`config.mk`:
```
export PLATFORM = sky130hd
export DESIGN_NAME = std_hunt_ctrl
export DESIGN_NICKNAME = d
export VERILOG_FILES = /design/src/rtl/std_hunt_pkg.sv /design/src/rtl/hunt_dwell_timer.sv /design/src/rtl/hunt_sel_counter.sv /design/src/rtl/hunt_lock_watch.sv /design/src/rtl/std_hunt_ctrl.sv
export SDC_FILE = /design/constraint.sdc
export NUM_CORES = 1
export LEC_CHECK = 0
export BUFFER_PORTS_ARGS = -buffer_cell sky130_fd_sc_hd__buf_2
export CORE_ASPECT_RATIO = 1.1
export CORE_MARGIN = 5
export CORE_UTILIZATION = 33
export DETAILED_ROUTE_END_ITERATION = 8
export PLACE_DENSITY = 0.6
export SLEW_MARGIN = 20
export SYNTH_ARGS = -nofsm -noshare
export SYNTH_HDL_FRONTEND = slang
export SYNTH_SLANG_ARGS = --single-unit
```
`constraint.sdc`:
```
create_clock -name clk -period 3.5 [get_ports clk]
set_clock_uncertainty 0.05 [all_clocks]
set_input_delay 0.525 -clock clk [delete_from_list [all_inputs] [get_ports clk]]
set_output_delay 0.525 -clock clk [all_outputs]
set_load 0.05 [all_outputs]
```
`src/rtl/std_hunt_pkg.sv`:
```
package std_hunt_pkg;

  typedef enum logic {
    ST_HUNT = 1'b0,
    ST_LOCK = 1'b1
  } hunt_state_t;

  // A programmed length of zero is treated as one cycle.
  function automatic logic [31:0] len_or_one(input logic [31:0] raw);
    return (raw == 32'd0) ? 32'd1 : raw;
  endfunction

  // Next select code in the hunt order; wraps naturally at the width.
  function automatic logic [1:0] next_sel(input logic [1:0] cur);
    return cur + 2'd1;
  endfunction

endpackage

```
`src/rtl/hunt_dwell_timer.sv`:
```
module hunt_dwell_timer #(
  parameter int DWELL_W = 16
) (
  input  logic               clk,
  input  logic               rst_n,
  input  logic               run,
  input  logic [DWELL_W-1:0] limit,
  output logic               expire
);
  import std_hunt_pkg::*;

  localparam int LW = (DWELL_W > 32) ? 32 : DWELL_W;

  logic [DWELL_W-1:0] cnt;
  logic [DWELL_W-1:0] last_idx;

  always_comb begin
    last_idx = DWELL_W'(len_or_one(32'(limit[LW-1:0])) - 32'd1);
    expire   = run && (cnt == last_idx);
  end

  always_ff @(posedge clk or negedge rst_n) begin
    if (!rst_n)       cnt <= '0;
    else if (!run)    cnt <= '0;
    else if (expire)  cnt <= '0;
    else              cnt <= cnt + 1'b1;
  end

  // The count never passes the last index while running.
  AST_DWELL_BOUND: assert property (@(posedge clk) disable iff (!rst_n)
    (run && $stable(limit)) |=> (cnt <= last_idx));

endmodule

```
`src/rtl/hunt_sel_counter.sv`:
```
module hunt_sel_counter (
  input  logic       clk,
  input  logic       rst_n,
  input  logic       park,
  input  logic       step,
  output logic [1:0] code
);
  import std_hunt_pkg::*;

  always_ff @(posedge clk or negedge rst_n) begin
    if (!rst_n)     code <= 2'd0;
    else if (park)  code <= 2'd0;
    else if (step)  code <= next_sel(code);
  end

  AST_STEP_ADVANCES: assert property (@(posedge clk) disable iff (!rst_n)
    (step && !park) |=> (code == $past(code) + 2'd1));

  AST_NO_STEP_HOLDS: assert property (@(posedge clk) disable iff (!rst_n)
    (!step && !park) |=> $stable(code));

  AST_PARK_ZERO: assert property (@(posedge clk) disable iff (!rst_n)
    park |=> (code == 2'd0));

endmodule

```
`src/rtl/hunt_lock_watch.sv`:
```
module hunt_lock_watch #(
  parameter int TMO_W = 20
) (
  input  logic             clk,
  input  logic             rst_n,
  input  logic             arm,
  input  logic             kick,
  input  logic [TMO_W-1:0] limit,
  output logic             expire
);
  import std_hunt_pkg::*;

  localparam int LW = (TMO_W > 32) ? 32 : TMO_W;

  logic [TMO_W-1:0] idle_cnt;
  logic [TMO_W-1:0] last_idx;

  always_comb begin
    last_idx = TMO_W'(len_or_one(32'(limit[LW-1:0])) - 32'd1);
    expire   = arm && !kick && (idle_cnt == last_idx);
  end

  always_ff @(posedge clk or negedge rst_n) begin
    if (!rst_n)               idle_cnt <= '0;
    else if (!arm || kick)    idle_cnt <= '0;
    else if (!expire)         idle_cnt <= idle_cnt + 1'b1;
    else                      idle_cnt <= '0;
  end

  AST_KICK_RESTARTS: assert property (@(posedge clk) disable iff (!rst_n)
    (arm && kick) |=> (idle_cnt == '0));

endmodule

```
`src/rtl/std_hunt_ctrl.sv`:
```
module std_hunt_ctrl #(
  parameter int DWELL_W = 16,
  parameter int TMO_W   = 20
) (
  input  logic               clk,
  input  logic               rst_n,
  input  logic               hunt_en,
  input  logic [DWELL_W-1:0] dwell_cycles,
  input  logic [TMO_W-1:0]   lock_timeout,
  input  logic               ref_valid,
  output logic [1:0]         sel_code,
  output logic               locked
);
  import std_hunt_pkg::*;

  hunt_state_t state;

  // Named internal events, visible to the assertions.
  logic hunting;
  logic dwell_done;
  logic step_now;
  logic ref_hit;
  logic tmo_hit;

  assign hunting  = hunt_en && (state == ST_HUNT);
  assign ref_hit  = hunting && ref_valid;
  assign step_now = dwell_done && !ref_valid;

  hunt_dwell_timer #(.DWELL_W(DWELL_W)) u_dwell (
    .clk    (clk),
    .rst_n  (rst_n),
    .run    (hunting),
    .limit  (dwell_cycles),
    .expire (dwell_done)
  );

  hunt_sel_counter u_sel (
    .clk   (clk),
    .rst_n (rst_n),
    .park  (!hunt_en),
    .step  (step_now),
    .code  (sel_code)
  );

  hunt_lock_watch #(.TMO_W(TMO_W)) u_watch (
    .clk    (clk),
    .rst_n  (rst_n),
    .arm    (hunt_en && (state == ST_LOCK)),
    .kick   (ref_valid),
    .limit  (lock_timeout),
    .expire (tmo_hit)
  );

  always_ff @(posedge clk or negedge rst_n) begin
    if (!rst_n) begin
      state <= ST_HUNT;
    end else if (!hunt_en) begin
      state <= ST_HUNT;
    end else begin
      unique case (state)
        ST_HUNT: if (ref_hit) state <= ST_LOCK;
        ST_LOCK: if (tmo_hit) state <= ST_HUNT;
        default: state <= ST_HUNT;
      endcase
    end
  end

  assign locked = (state == ST_LOCK);

  AST_EN_LOW_PARKS: assert property (@(posedge clk) disable iff (!rst_n)
    !hunt_en |=> (!locked && sel_code == 2'd0));

  AST_REF_FREEZES: assert property (@(posedge clk) disable iff (!rst_n)
    ref_hit |=> (locked && $stable(sel_code)));

  AST_COINCIDENT_NO_STEP: assert property (@(posedge clk) disable iff (!rst_n)
    (ref_hit && dwell_done) |=> $stable(sel_code));

  AST_LOCK_HOLDS_CODE: assert property (@(posedge clk) disable iff (!rst_n)
    (locked && hunt_en) |=> $stable(sel_code));

  AST_TIMEOUT_DROPS: assert property (@(posedge clk) disable iff (!rst_n)
    (locked && hunt_en && tmo_hit) |=> !locked);

  AST_NO_STEP_WHEN_LOCKED: assert property (@(posedge clk) disable iff (!rst_n)
    locked |-> !dwell_done);

endmodule

```
==> metrics <==
status=completed; asr flop ratio synth=1.00; die area=0.0118 sq mm; number of CTS-inserted buffers=5; Post-Syn Area=0.00321 sq mm; Final Cycle Share=0.982; Post-synth EDFFs=0; GRT overflow=0; Worst setup SP type=input pin; DRT antenna net count=0; Synth Instances=374; Synth area leader=dfrtp_1; Critical Path Stages=13; Fmax achieved=0.291 GHz; DR iter-0 viols=96; IO Pins=43; Global Route Usage Sum=0.134; sw frac=0.235; slowest CP cell=or4b_4; Post-Syn Nets=418; # Max-Cap Violations=0; Clk pwr share=0.407; Max VDD drop=0.226 mV; CP top delay family=compound AO/OA/AOI/OAI gates; detailed-route DRC error count=0; dpl hpwl=6.03 mm; FF-to-FF path depth=8; most common cell after layout, fill and taps aside=xnor2_1; Reg2Reg Launch Point=u_watch.idle_cnt[6]; worst path cell trace=buf_6 -> or4_4 -> nor3_4 -> a21oi_2 -> ha_2 -> or4b_4 -> or3_1 -> a2111o_1 -> a2111oi_4 -> o2111ai_2 -> a2111oi_4 -> clkbuf_16 -> nor2_2; clock tree buffer depth=2; Antenna diodes=0; drt pass-1 iters=4; hold slack=0.297 ns; area delta synth->final=31.5%; critical path buffer and inverter count=2; Setup WS pre-CTS=-0.259 ns; WP data required=3.64 ns; PwrDens=258 mW/mm^2; Switching Power=0.256 mW; Synth Flop Type=dfrtp_1; FF/Latch Area=976 sq um; Crit Path Category=input pin to register; Horiz. Die Dim=104 um; area share of the largest cell type after synthesis=0.304; Comb power frac=0.171; critical path fanouts, max=5; LEAKAGE=1.74 nW; fillers=953; final hold vios=0; # H-tree levels=2; Skew-Pair Late Insertion Delay=0.29 ns; CP startpoint=lock_timeout[15]; vias in the first global route=3,043; flops & latches, synth=39; nets@finish=499; Cell variety after synth=50; cell repeated most along the worst path=a2111oi_4; most frequent cells in the layout=xnor2_1, dfrtp_1, buf_4; Int Pwr=0.832 mW; Setup WS post-layout=0.0627 ns; Worst EP arrival=3.57 ns; RSZ-0062 raised after global routing=yes; Clock Tree Root=clkbuf_8; Least-Margin Pin Slew=0.860 ns; Area contributors post-synth=dfrtp_1, xnor2_1, xor2_1; Placer Congestion=0.801; Initial Utilization=0.340; first-pass GRT wire length=13.5 mm; setup slack, reg-to-reg=0.78 ns; vias per cell=5.15; Reg clk slew, reported paths=0.08 ns; pin count of the biggest net entering global routing=40; sequential share of the synthesized area=0.304; core area=0.00944 sq mm; IO Port Bufs=42; drt total wl=7.88 mm; Max-Slew Margin vs Limit=0.427; clk sink count=39; sequential share of power=0.422; Tmin final=3.44 ns; num rows=37; fin. max-slew vios=0; Setup crit end kind=register; vias post-DR=2,952; area of the multi-input gates=0.00223 sq mm; Die H=113 um; hold crit path type=input pin to async pin; Reg-to-Reg End=u_watch.idle_cnt[2]; TritonCTS clock tree=done; WL/cell=13.7 um; final setup violation count=0; initial antenna violation count=0; ratio of cells with drive above 1 in the final layout=0.287; Syn. warnings=0; syn avg cell area=8.57 sq um; CP peak stage delay=0.48 ns
==> sequential cells by signal, indices dropped and copies added (netlist names) <==
signal            cells
u_dwell.cnt          16
locked                1
u_watch.idle_cnt     20
u_sel.code            2
==> area by class of cell <==
cell class,instances,share of cell area
Timing Repair Buffer,85,0.166
Sequential cell,39,0.231
Inverter,10,0.00890
Clock buffer,6,0.0172
Multi-Input combinational cell,314,0.528
Tap cell,117,0.0347
Clock inverter,2,0.0142
==> synthesized netlist by cell type (7+ instances only) <==
cell      number
a21oi_1        7
xnor2_1       50
nor4_1        10
nor3_1        32
inv_1         10
xor2_1        28
nand3_1       24
nor2_2        19
clkbuf_1       8
and4_1         7
or4_1          7
nand2_1       30
nor2_1        17
and3_1        11
nand4_1        9
dfrtp_1       39
==> worst max-delay path by stage <==
stage / slack [ns] / end
6_report: 0.06 / u_watch.idle_cnt[2]
3_5_place_dp: -0.26 / u_watch.idle_cnt[11]
3_3_place_gp: -0.17 / u_watch.idle_cnt[11]
4_1_cts: 0.04 / u_watch.idle_cnt[11]
5_1_grt: -0.03 / u_watch.idle_cnt[12]
2_1_floorplan: 0.006 / u_watch.idle_cnt[0]
==> layer usage <==
metal | up-vias | wire length (um) | GRT usage
li1 | 1501 | - | -
met1 | 1387 | 3550 | 0.164
met2 | 56 | 3930 | 0.243
met3 | 8 | 282 | 0.0232
met4 | 0 | 110 | 0.0371
met5 | - | 0 | 0
==> power groups by stage <==
stage | clock network, mW | registers, mW | logic (mW)
CTS | 0.453 | 0.459 | 0.169
finish | 0.443 | 0.459 | 0.186
floorplan | 0 | 0.469 | 0.0782
detailed placement | 0 | 0.468 | 0.168
global placement | 0 | 0.468 | 0.165
global route | 0.476 | 0.460 | 0.207
==> worst register-to-register path, cell delays in order, from the launching register on <==
cell and delay, ns:
dfrtp_1 0.47, xnor2_1 0.17, or3_1 0.31, a2111o_1 0.45, a2111oi_4 0.21, o2111ai_2 0.20
a2111oi_4 0.45, clkbuf_16 0.26, nor2_2 0.04
==> what timing repair did <==
item	4_1_cts	5_1_grt
hold buffers	0	0
setup buffers	0	4
endpoints found under the setup margin	0	21
resized for setup	0	29
==> stage by stage <==
stage / cells / setup TNS [ns] / util / power [mW] / area, sq um
finish: 573 / 0 / 0.446 / 1.09 / 4220
global route: 573 / -0.247 / 0.446 / 1.14 / 4220
CTS: 567 / 0 / 0.421 / 1.08 / 3980
detailed placement: 559 / -5.05 / 0.407 / 0.636 / 3840
global placement: 559 / -3.26 / 0.407 / 0.633 / 3840
floorplan: 374 / 0 / - / 0.547 / 3240
==> kinds of logic after synthesis <==
| kind of cell | Yosys count | share of synthesized area |
|---|---|---|
| buffers and inverters | 21 | 0.0293 |
| AO/OA/AOI/OAI | 37 | 0.0909 |
| XOR/XNOR | 79 | 0.220 |
| AND/OR/NAND/NOR | 192 | 0.334 |
| flip-flops | 39 | 0.304 |
| adder cells (fa/ha/maj) | 4 | 0.0156 |
| multiplexers | 2 | 0.00624 |
(Power assumes the default switching activity.)
